File: src/rtl/ser_sync_pkg.sv
package ser_sync_pkg;

   // Kind of symbol currently held in the shift register.
   typedef enum logic {
      SYM_DATA = 1'b0,
      SYM_SYNC = 1'b1
   } sym_kind_e;

   // Bit value of the sync pattern at position pos for a symbol of the given
   // width: upper half ones, lower half zeros.
   function automatic logic sync_bit(input int width, input int pos);
      return (pos >= width / 2);
   endfunction

endpackage

File: src/rtl/ser_word_capture.sv
// Samples the transmit word clock with the bit clock and captures the data
// word on the selected edge polarity.
module ser_word_capture #(
   parameter int WORD_W      = 10,
   parameter int SYNC_STAGES = 2
) (
   input  logic              clk,
   input  logic              rst_n,
   input  logic              awake,
   input  logic              tx_clk,
   input  logic              rise_sel,
   input  logic [WORD_W-1:0] din,
   output logic [WORD_W-1:0] word_q
);

   if (SYNC_STAGES < 1) begin : g_bad_stages
      $error("ser_word_capture: SYNC_STAGES must be at least 1");
   end
   if (WORD_W < 2) begin : g_bad_width
      $error("ser_word_capture: WORD_W must be at least 2");
   end

   localparam int LAST = SYNC_STAGES - 1;

   logic [SYNC_STAGES-1:0] clk_pipe;
   logic [WORD_W-1:0]      dat_pipe [SYNC_STAGES];
   logic                   clk_prev;
   logic                   ev_rise;
   logic                   ev_fall;
   logic                   take;

   always_ff @(posedge clk or negedge rst_n) begin
      if (!rst_n) begin
         clk_pipe <= '0;
         clk_prev <= 1'b0;
         for (int i = 0; i < SYNC_STAGES; i++) dat_pipe[i] <= '0;
      end else begin
         clk_pipe[0] <= tx_clk;
         dat_pipe[0] <= din;
         for (int i = 1; i < SYNC_STAGES; i++) begin
            clk_pipe[i] <= clk_pipe[i-1];
            dat_pipe[i] <= dat_pipe[i-1];
         end
         clk_prev <= clk_pipe[LAST];
      end
   end

   assign ev_rise = clk_pipe[LAST] & ~clk_prev;
   assign ev_fall = ~clk_pipe[LAST] & clk_prev;
   assign take    = awake & (rise_sel ? ev_rise : ev_fall);

   always_ff @(posedge clk or negedge rst_n) begin
      if (!rst_n)    word_q <= '0;
      else if (take) word_q <= dat_pipe[LAST];
   end

endmodule

File: src/rtl/ser_burst_ctrl.sv
// Minimum-length sync burst counter with level extension.
module ser_burst_ctrl #(
   parameter int BURST_MIN = 1024,
   parameter int CNT_W     = $clog2(BURST_MIN + 1)
) (
   input  logic             clk,
   input  logic             rst_n,
   input  logic             awake,
   input  logic             req,
   input  logic             boundary,
   output logic             want_sync,
   output logic [CNT_W-1:0] cnt_q
);

   if (BURST_MIN < 1) begin : g_bad_min
      $error("ser_burst_ctrl: BURST_MIN must be at least 1");
   end
   if ((1 << CNT_W) <= BURST_MIN) begin : g_bad_cnt
      $error("ser_burst_ctrl: CNT_W too narrow for BURST_MIN");
   end

   localparam logic [CNT_W-1:0] FULL  = CNT_W'(BURST_MIN);
   localparam logic [CNT_W-1:0] FIRST = CNT_W'(BURST_MIN - 1);

   logic req_q;
   logic rise;
   logic pending;

   assign rise      = req & ~req_q;
   assign pending   = (cnt_q != '0);
   assign want_sync = rise | pending | req;

   always_ff @(posedge clk or negedge rst_n) begin
      if (!rst_n) req_q <= 1'b0;
      else        req_q <= req;
   end

   always_ff @(posedge clk or negedge rst_n) begin
      if (!rst_n) begin
         cnt_q <= '0;
      end else if (!awake) begin
         cnt_q <= '0;
      end else if (rise) begin
         // a symbol loaded on this edge already counts as the first one
         cnt_q <= boundary ? FIRST : FULL;
      end else if (boundary && pending) begin
         cnt_q <= cnt_q - 1'b1;
      end
   end

endmodule

File: src/rtl/ser_shifter.sv
// Symbol shift register with a bit-position counter; loads only at the
// symbol boundary.
module ser_shifter
   import ser_sync_pkg::*;
#(
   parameter int WORD_W    = 10,
   parameter bit MSB_FIRST = 1'b1
) (
   input  logic              clk,
   input  logic              rst_n,
   input  logic              awake,
   input  logic [WORD_W-1:0] load_word,
   input  sym_kind_e         load_kind,
   output logic              bit_out,
   output logic              boundary,
   output logic              primed,
   output sym_kind_e         cur_kind
);

   localparam int IDX_W = (WORD_W > 2) ? $clog2(WORD_W) : 1;
   localparam logic [IDX_W-1:0] LAST_IDX = IDX_W'(WORD_W - 1);

   logic [WORD_W-1:0] sh_q;
   logic [WORD_W-1:0] sh_next;
   logic [IDX_W-1:0]  idx_q;

   assign boundary = (idx_q == LAST_IDX);

   if (MSB_FIRST) begin : g_msb
      assign bit_out = sh_q[WORD_W-1];
      assign sh_next = {sh_q[WORD_W-2:0], 1'b0};
   end else begin : g_lsb
      assign bit_out = sh_q[0];
      assign sh_next = {1'b0, sh_q[WORD_W-1:1]};
   end

   always_ff @(posedge clk or negedge rst_n) begin
      if (!rst_n) begin
         sh_q     <= '0;
         idx_q    <= LAST_IDX;
         primed   <= 1'b0;
         cur_kind <= SYM_DATA;
      end else if (!awake) begin
         sh_q     <= '0;
         idx_q    <= LAST_IDX;
         primed   <= 1'b0;
         cur_kind <= SYM_DATA;
      end else if (boundary) begin
         sh_q     <= load_word;
         idx_q    <= '0;
         primed   <= 1'b1;
         cur_kind <= load_kind;
      end else begin
         sh_q     <= sh_next;
         idx_q    <= idx_q + 1'b1;
      end
   end

endmodule

File: src/rtl/ser_sync_tx.sv
// Top: parallel capture, burst control and serializer with drive gating.
module ser_sync_tx
   import ser_sync_pkg::*;
#(
   parameter int WORD_W      = 10,
   parameter int BURST_MIN   = 1024,
   parameter int SYNC_STAGES = 2,
   parameter bit MSB_FIRST   = 1'b1
) (
   input  logic              clk,
   input  logic              rst_n,
   input  logic              tx_clk,
   input  logic              edge_rise_sel,
   input  logic [WORD_W-1:0] din,
   input  logic              sync_req_a,
   input  logic              sync_req_b,
   input  logic              out_en,
   input  logic              pd_n,
   output logic              ser_out,
   output logic              drive_en,
   output logic              sync_busy
);

   if (WORD_W % 2 != 0) begin : g_bad_even
      $error("ser_sync_tx: WORD_W must be even for the half/half sync pattern");
   end

   localparam int CNT_W = $clog2(BURST_MIN + 1);

   function automatic logic [WORD_W-1:0] make_sync();
      logic [WORD_W-1:0] r;
      for (int i = 0; i < WORD_W; i++) r[i] = sync_bit(WORD_W, i);
      return r;
   endfunction

   localparam logic [WORD_W-1:0] SYNC_WORD = make_sync();

   logic [WORD_W-1:0] held_word;
   logic [WORD_W-1:0] load_word;
   logic [CNT_W-1:0]  burst_cnt;
   logic              sync_req;
   logic              want_sync;
   logic              sym_boundary;
   logic              sh_bit;
   logic              primed;
   sym_kind_e         load_kind;
   sym_kind_e         cur_kind;

   assign sync_req = sync_req_a | sync_req_b;

   ser_word_capture #(
      .WORD_W     (WORD_W),
      .SYNC_STAGES(SYNC_STAGES)
   ) u_cap (
      .clk     (clk),
      .rst_n   (rst_n),
      .awake   (pd_n),
      .tx_clk  (tx_clk),
      .rise_sel(edge_rise_sel),
      .din     (din),
      .word_q  (held_word)
   );

   ser_burst_ctrl #(
      .BURST_MIN(BURST_MIN),
      .CNT_W    (CNT_W)
   ) u_burst (
      .clk      (clk),
      .rst_n    (rst_n),
      .awake    (pd_n),
      .req      (sync_req),
      .boundary (sym_boundary),
      .want_sync(want_sync),
      .cnt_q    (burst_cnt)
   );

   assign load_kind = want_sync ? SYM_SYNC : SYM_DATA;
   assign load_word = want_sync ? SYNC_WORD : held_word;

   ser_shifter #(
      .WORD_W   (WORD_W),
      .MSB_FIRST(MSB_FIRST)
   ) u_shift (
      .clk      (clk),
      .rst_n    (rst_n),
      .awake    (pd_n),
      .load_word(load_word),
      .load_kind(load_kind),
      .bit_out  (sh_bit),
      .boundary (sym_boundary),
      .primed   (primed),
      .cur_kind (cur_kind)
   );

   assign drive_en  = out_en & pd_n & primed;
   assign ser_out   = drive_en & sh_bit;
   assign sync_busy = pd_n & (cur_kind == SYM_SYNC);

endmodule

File: config.mk
export PLATFORM = sky130hd
export DESIGN_NAME = ser_sync_tx
export DESIGN_NICKNAME = d
export VERILOG_FILES = /design/src/rtl/ser_sync_pkg.sv /design/src/rtl/ser_word_capture.sv /design/src/rtl/ser_burst_ctrl.sv /design/src/rtl/ser_shifter.sv /design/src/rtl/ser_sync_tx.sv
export SDC_FILE = /design/constraint.sdc
export NUM_CORES = 1
export LEC_CHECK = 0
export BUFFER_PORTS_ARGS = -buffer_cell sky130_fd_sc_hd__buf_2
export CELL_PAD_IN_SITES_DETAIL_PLACEMENT = 0
export CELL_PAD_IN_SITES_GLOBAL_PLACEMENT = 1
export CORE_ASPECT_RATIO = 0.6
export CORE_MARGIN = 2
export CORE_UTILIZATION = 51
export CTS_CLUSTER_DIAMETER = 120
export CTS_CLUSTER_SIZE = 24
export DETAILED_ROUTE_END_ITERATION = 16
export PLACE_DENSITY = 0.9
export SLEW_MARGIN = 20
export SYNTH_ARGS = -nofsm -noshare
export SYNTH_HDL_FRONTEND = slang
export SYNTH_HIERARCHICAL = 1
export SYNTH_SLANG_ARGS = --single-unit
File: constraint.sdc
create_clock -name clk -period 4.53 [get_ports clk]
set_clock_uncertainty 0.2 [all_clocks]
set_input_delay 0.453 -clock clk [delete_from_list [all_inputs] [get_ports clk]]
set_output_delay 0.453 -clock clk [all_outputs]
set_load 0.01 [all_outputs]
# Word-level counts from Yosys, hierarchy flattened
# Index checks and enable logic that the tools add are counted.
# W data, S select, Z words.
# word_totals
elab_cells	47
input_bits	18
ramBits	0
rom_bits	0
memories	0
ff_bits	61
latch_bits	0
# classes
n_addsub	2
n_eq_ne	3
div_mod_pow	0
mul	0
n_reduce_logical	2
n_bitwise	14
n_shift	0
mux	15
magnitude_cmp	0
# ops
cell	n
$mux W11	4
$mux W10	3
$reduce_bool A11 Y1	1
$sub A11 B1 Y11 const B	1
$and A1 B1 Y1	8
$mux W4	2
$mux W1	6
$add A4 B1 Y4 const B	1
$eq A4 B4 Y1 const B	1
$ne A3 B1 Y1 const B	1
$not A1 Y1	3
$or A1 B1 Y1	3
$ne A2 B1 Y1 const B	1
$logic_and A1 B1 Y1	1

# Longest topological paths before layout
# logic_depth
ltp_word	7
depth_mapped	9
ltp_nobuf	8

# By module
# Netlist, hierarchy kept.
# modules_own_cells
mod	n_inst	area_per_inst_um2	cells_per_inst
ser_word_capture	1	969.7	46
ser_burst_ctrl	1	723.2	74
ser_shifter	1	715.7	68
ser_sync_tx	1	90.1	14

# Worst setup path before layout
# OpenSTA, ideal clock, no wires.
# synth_timing
path_kind	register to register
from	register u_burst.cnt_q[0]
to	register u_shift.sh_q[5]
t_required_ps	4209
arrival_ps	2405
stages_incl_launch_ff	10
path_slack_ps	1804
n_path_buf	1
cell_sequence	dfrtp_1 -> inv_1 -> ha_1 -> or4b_1 -> buf_2 -> or4_4 -> or2_2 -> or2_1 -> nand2_1 -> o21ai_1
# synth_between
elab_chain_len	6
# synth_rtl
item	line_no	source
start: declaration	ser_burst_ctrl.sv:12	output logic [CNT_W-1:0] cnt_q
start signal: assignment	ser_burst_ctrl.sv:45	cnt_q <= boundary ? FIRST : FULL;
start signal: assignment	ser_burst_ctrl.sv:47	cnt_q <= cnt_q - 1'b1;
$reduce_bool A11 Y1	ser_burst_ctrl.sv:30	assign pending = (cnt_q != '0);
$or A1 B1 Y1 (2 in series)	ser_burst_ctrl.sv:31	assign want_sync = rise | pending | req;
$mux W10	ser_sync_tx.sv:78	assign load_word = want_sync ? SYNC_WORD : held_word;
named net load_word[5]	ser_sync_tx.sv:39	logic [WORD_W-1:0] load_word;
$mux W10	ser_shifter.sv:48	end else if (boundary) begin
$mux W10	ser_shifter.sv:43	end else if (!awake) begin
end signal: assignment	ser_shifter.sv:49	sh_q <= load_word;
end signal: assignment	ser_shifter.sv:54	sh_q <= sh_next;
end: declaration	ser_shifter.sv:23	logic [WORD_W-1:0] sh_q;
# The timed path passes the listed nets, and every way through them passes these cells.
# A chain may end at the register's enable or synchronous reset.

# Final worst setup path
# layout_timing
from	register u_burst.cnt_q[0]
to	register u_shift.sh_q[8]
# The elaborated chain is that of the path after synthesis.

==> run metrics <==
XOR/XNOR share of the synthesized area 0.00351; dpl hpwl around 2.7 mm; core area around 4600 um2; first-pass GRT wire length slightly above 7 mm; worst-margin pin slew 735 ps; WHS Endpoint u_cap/dat_pipe[16]$_DFF_PN0_; RSZ-0062 raised after global routing no; Yosys cell types 53; Reg2Reg Setup Slack approximately 1600 ps; Top FF cell, synth dfrtp_1; cell with the largest stage delay on the worst path or4b_1; root buffer cell clkbuf_8; Chip Width about 94 um; clk_lat worst skew 330 ps; Adder-Cell Fraction of Synth Area 0.0150; Diodes inserted 0; Nets around 250; Hold Path Cell Cnt 1; Async SR Flop Fraction 1.00; status complete, no violations; GRT Total Usage 0.181; multiplexer area fraction after synthesis 0.0491; clk buf depth 2; Row Count 19; TritonCTS clock tree done; Worst EP arrival around 3000 ps; Syn Nets 223; vias in the first global route 1,378; time the worst path needs with I/O delays and setup approximately 3000 ps; largest vdd supply drop around 0.42 mV; Leakage about 1.3 nW; largest net degree at the start of global routing 62; RR Startpoint u_burst/cnt_q[0]$_DFFE_PN0P_; Max Freq 337 MHz; drt via density around 5.4; final worst setup slack around 1600 ps; drt drc 0; Reg clk slew, reported paths ~70 ps; die area between 5000 and 6000 um2; CP Data Required Time 4540 ps; post-route clock period utilization 0.655; Mapped Area approximately 2500 um2; area fraction in compound gates after synthesis 0.122; max incr delay on CP between 500 and 600 ps; Via Count 1,599; Final Power about 1.7 mW; H-tree levels 3; Gate Count Post-Synth between 200 and 250; largest family of logic cells by synthesized area simple AND/OR/NAND/NOR gates; Hold Vio Cnt, Final 0; pwr dens between 500 and 600 nW/um2; Crit Path Class register to register; TritonRoute pass-1 iters 6; WL per Instance around 14 um; DP Worst Slack roughly 1600 ps; top fanout value on the critical path 11; initial drt markers about 130; clock tree sinks 61; Worst setup SP type register; Slew Viols, Final 0; crit end category register; sequential area share after synthesis 0.612; Area Growth Syn to Fin 14.1%; ordered cell list for the critical path inv_1 > ha_1 > or4b_1 > or4_4 > or2_2 > or2_1 > nand2_1 > o21ai_1; CTS Buf Count 9; setup bufs post-CTS 0; fraction of the mapped netlist area in simple logic gates 0.167; Post-synth EDFFs 0; port bufs 20; layout cell share with drive strength beyond 1 0.245; Routed WL ~4.2 mm; remaining global-route overflow 0; total of max-cap violations 0; RR Endpoint u_shift/sh_q[8]$_DFF_PN0_; Routed Antenna Nets 0; DIE HEIGHT a little under 60 um; IO Count 21; initial antenna violation count 0; Hold Startpoint din[6]; Ys Warns 6; final setup TNS 0 ps; Initial Utilization 0.539; PostCTS Resize Cnt 0; Placer Congestion ~0.84; Final setup violation count 0; Hold WC Path Type input port to register; Reg2Reg Depth 8; Synth Area per Inst about 12 um2; Max-slew headroom 0.510; Seq cells post-synth just over 60
[per-layer routing]
layer  up-vias  share of wire  GRT usage
met2        49           0.38      0.199
met5         -              0          0
met3         4          0.058     0.0702
met4         0          0.010     0.0807
met1       773           0.55      0.301
li1        773              -          -
[cells in the final DEF, fill, tap and decap left out, drive strengths merged, types with 4 or more instances in the layout]
| cell | instances |
|---|---|
| or2 | 7 |
| nand2 | 17 |
| dfrtp | 59 |
| buf | 21 |
| a221o | 4 |
| nor2b | 7 |
| inv | 8 |
| mux2 | 10 |
| clkbuf | 9 |
| o21ai | 16 |
| clkinv | 5 |
| nand3 | 13 |
[registers in the layout, indices dropped and copies added, names as in the netlist]
| register | flops |
|---|---|
| u_burst/req_q | 1 |
| u_cap/clk_pipe | 2 |
| u_shift/sh_q | 10 |
| u_cap/word_q | 10 |
| u_burst/cnt_q | 11 |
| u_shift/idx_q | 4 |
| u_shift/primed | 1 |
| u_cap/dat_pipe | 20 |
| u_cap/clk_prev | 1 |
| u_shift/cur_kind | 1 |
[cell type report]
| cell class | instances | area [um2] |
|---|---|---|
| Inverter | 7 | 26.3 |
| Sequential cell | 61 | 1530 |
| Tap cell | 63 | 78.8 |
| Fill cell | 362 | 1780 |
| Clock inverter | 7 | 75.1 |
| Clock buffer | 9 | 124 |
| Multi-Input combinational cell | 126 | 891 |
| Timing Repair Buffer | 23 | 128 |
[worst max-delay path by stage]
stage / start / endpoint / slack, ps / cells past startpoint
floorplan: u_burst/cnt_q[0]$_DFFE_PN0P_ / u_shift/sh_q[5]$_DFF_PN0_ / 1800 / 9
finish: u_burst/cnt_q[0]$_DFFE_PN0P_ / u_shift/sh_q[8]$_DFF_PN0_ / 1560 / 8
global placement: u_burst/cnt_q[0]$_DFFE_PN0P_ / u_shift/sh_q[5]$_DFF_PN0_ / 1660 / 8
detailed placement: u_burst/cnt_q[0]$_DFFE_PN0P_ / u_shift/sh_q[8]$_DFF_PN0_ / 1580 / 8
global route: u_burst/cnt_q[0]$_DFFE_PN0P_ / u_shift/sh_q[8]$_DFF_PN0_ / 1440 / 8
CTS: u_burst/cnt_q[0]$_DFFE_PN0P_ / u_shift/sh_q[8]$_DFF_PN0_ / 1580 / 8
[synthesized netlist by cell type (all sizes together), types with 2 or more instances]
| library cell | number | area, um2 |
|---|---|---|
| a221o | 4 | 40.0 |
| nor3b | 3 | 22.5 |
| a31oi | 2 | 12.5 |
| a22o | 3 | 26.3 |
| nand2b | 2 | 12.5 |
| dfstp | 2 | 52.6 |
| nand3 | 13 | 65.1 |
| or3 | 2 | 12.5 |
| a21o | 2 | 15.0 |
| dfrtp | 59 | 1480 |
| or4 | 2 | 18.8 |
| clkbuf | 2 | 7.51 |
| a21oi | 3 | 26.3 |
| a221oi | 3 | 26.3 |
| nor3 | 3 | 20.0 |
| nor2b | 7 | 43.8 |
| nand2 | 17 | 71.3 |
| and3 | 2 | 12.5 |
| or2 | 7 | 43.8 |
| buf | 6 | 45.0 |
| o21a | 2 | 15.0 |
| o21ai | 16 | 83.8 |
| ha | 3 | 37.5 |
| nor2 | 3 | 11.3 |
| mux2 | 10 | 113 |
| inv | 7 | 26.3 |
[repair_timing]
| item | CTS | global route |
|---|---|---|
| setup endpoints to repair | 0 | 0 |
| hold buffers | 0 | 2 |
| endpoints found under the hold margin | 0 | 2 |
[critical path: cells and delay by family (launching register included)]
| kind | cells | cell delay, ps |
|---|---|---|
| flip-flops | 1 | 410 |
| AND/OR/NAND/NOR | 5 | 1890 |
| adder cells (fa/ha/maj) | 1 | 220 |
| buffers and inverters | 1 | 70 |
| AO/OA/AOI/OAI | 1 | 60 |
[metrics by stage]
step / instances / util / area (um2) / hold slack, ps
after global placement: 278 / 0.568 / 2630 / 131
after detailed placement: 278 / 0.568 / 2630 / 135
final: 296 / 0.615 / 2850 / 24.4
after global routing: 296 / 0.615 / 2850 / 0.762
after floorplan: 202 / - / 2500 / -42.6
after CTS: 294 / 0.611 / 2830 / 5.92
[where the power goes]
group	total [mW]	internal, mW	leakage [nW]	switching, mW
sequential	0.721	0.643	0.755	0.0787
clock	0.475	0.256	0.104	0.218
combinational	0.492	0.212	0.430	0.280
total	1.69	1.11	1.29	0.577
[cells by family after synthesis]
| group | after synthesis |
|---|---|
| simple gates | 69 |
| flops | 61 |
| compound gates | 42 |
| fa+ha+maj | 3 |
| xor+xnor | 1 |
| mux | 11 |
| buf+inv | 15 |
Power figures use the tool's default switching activity.
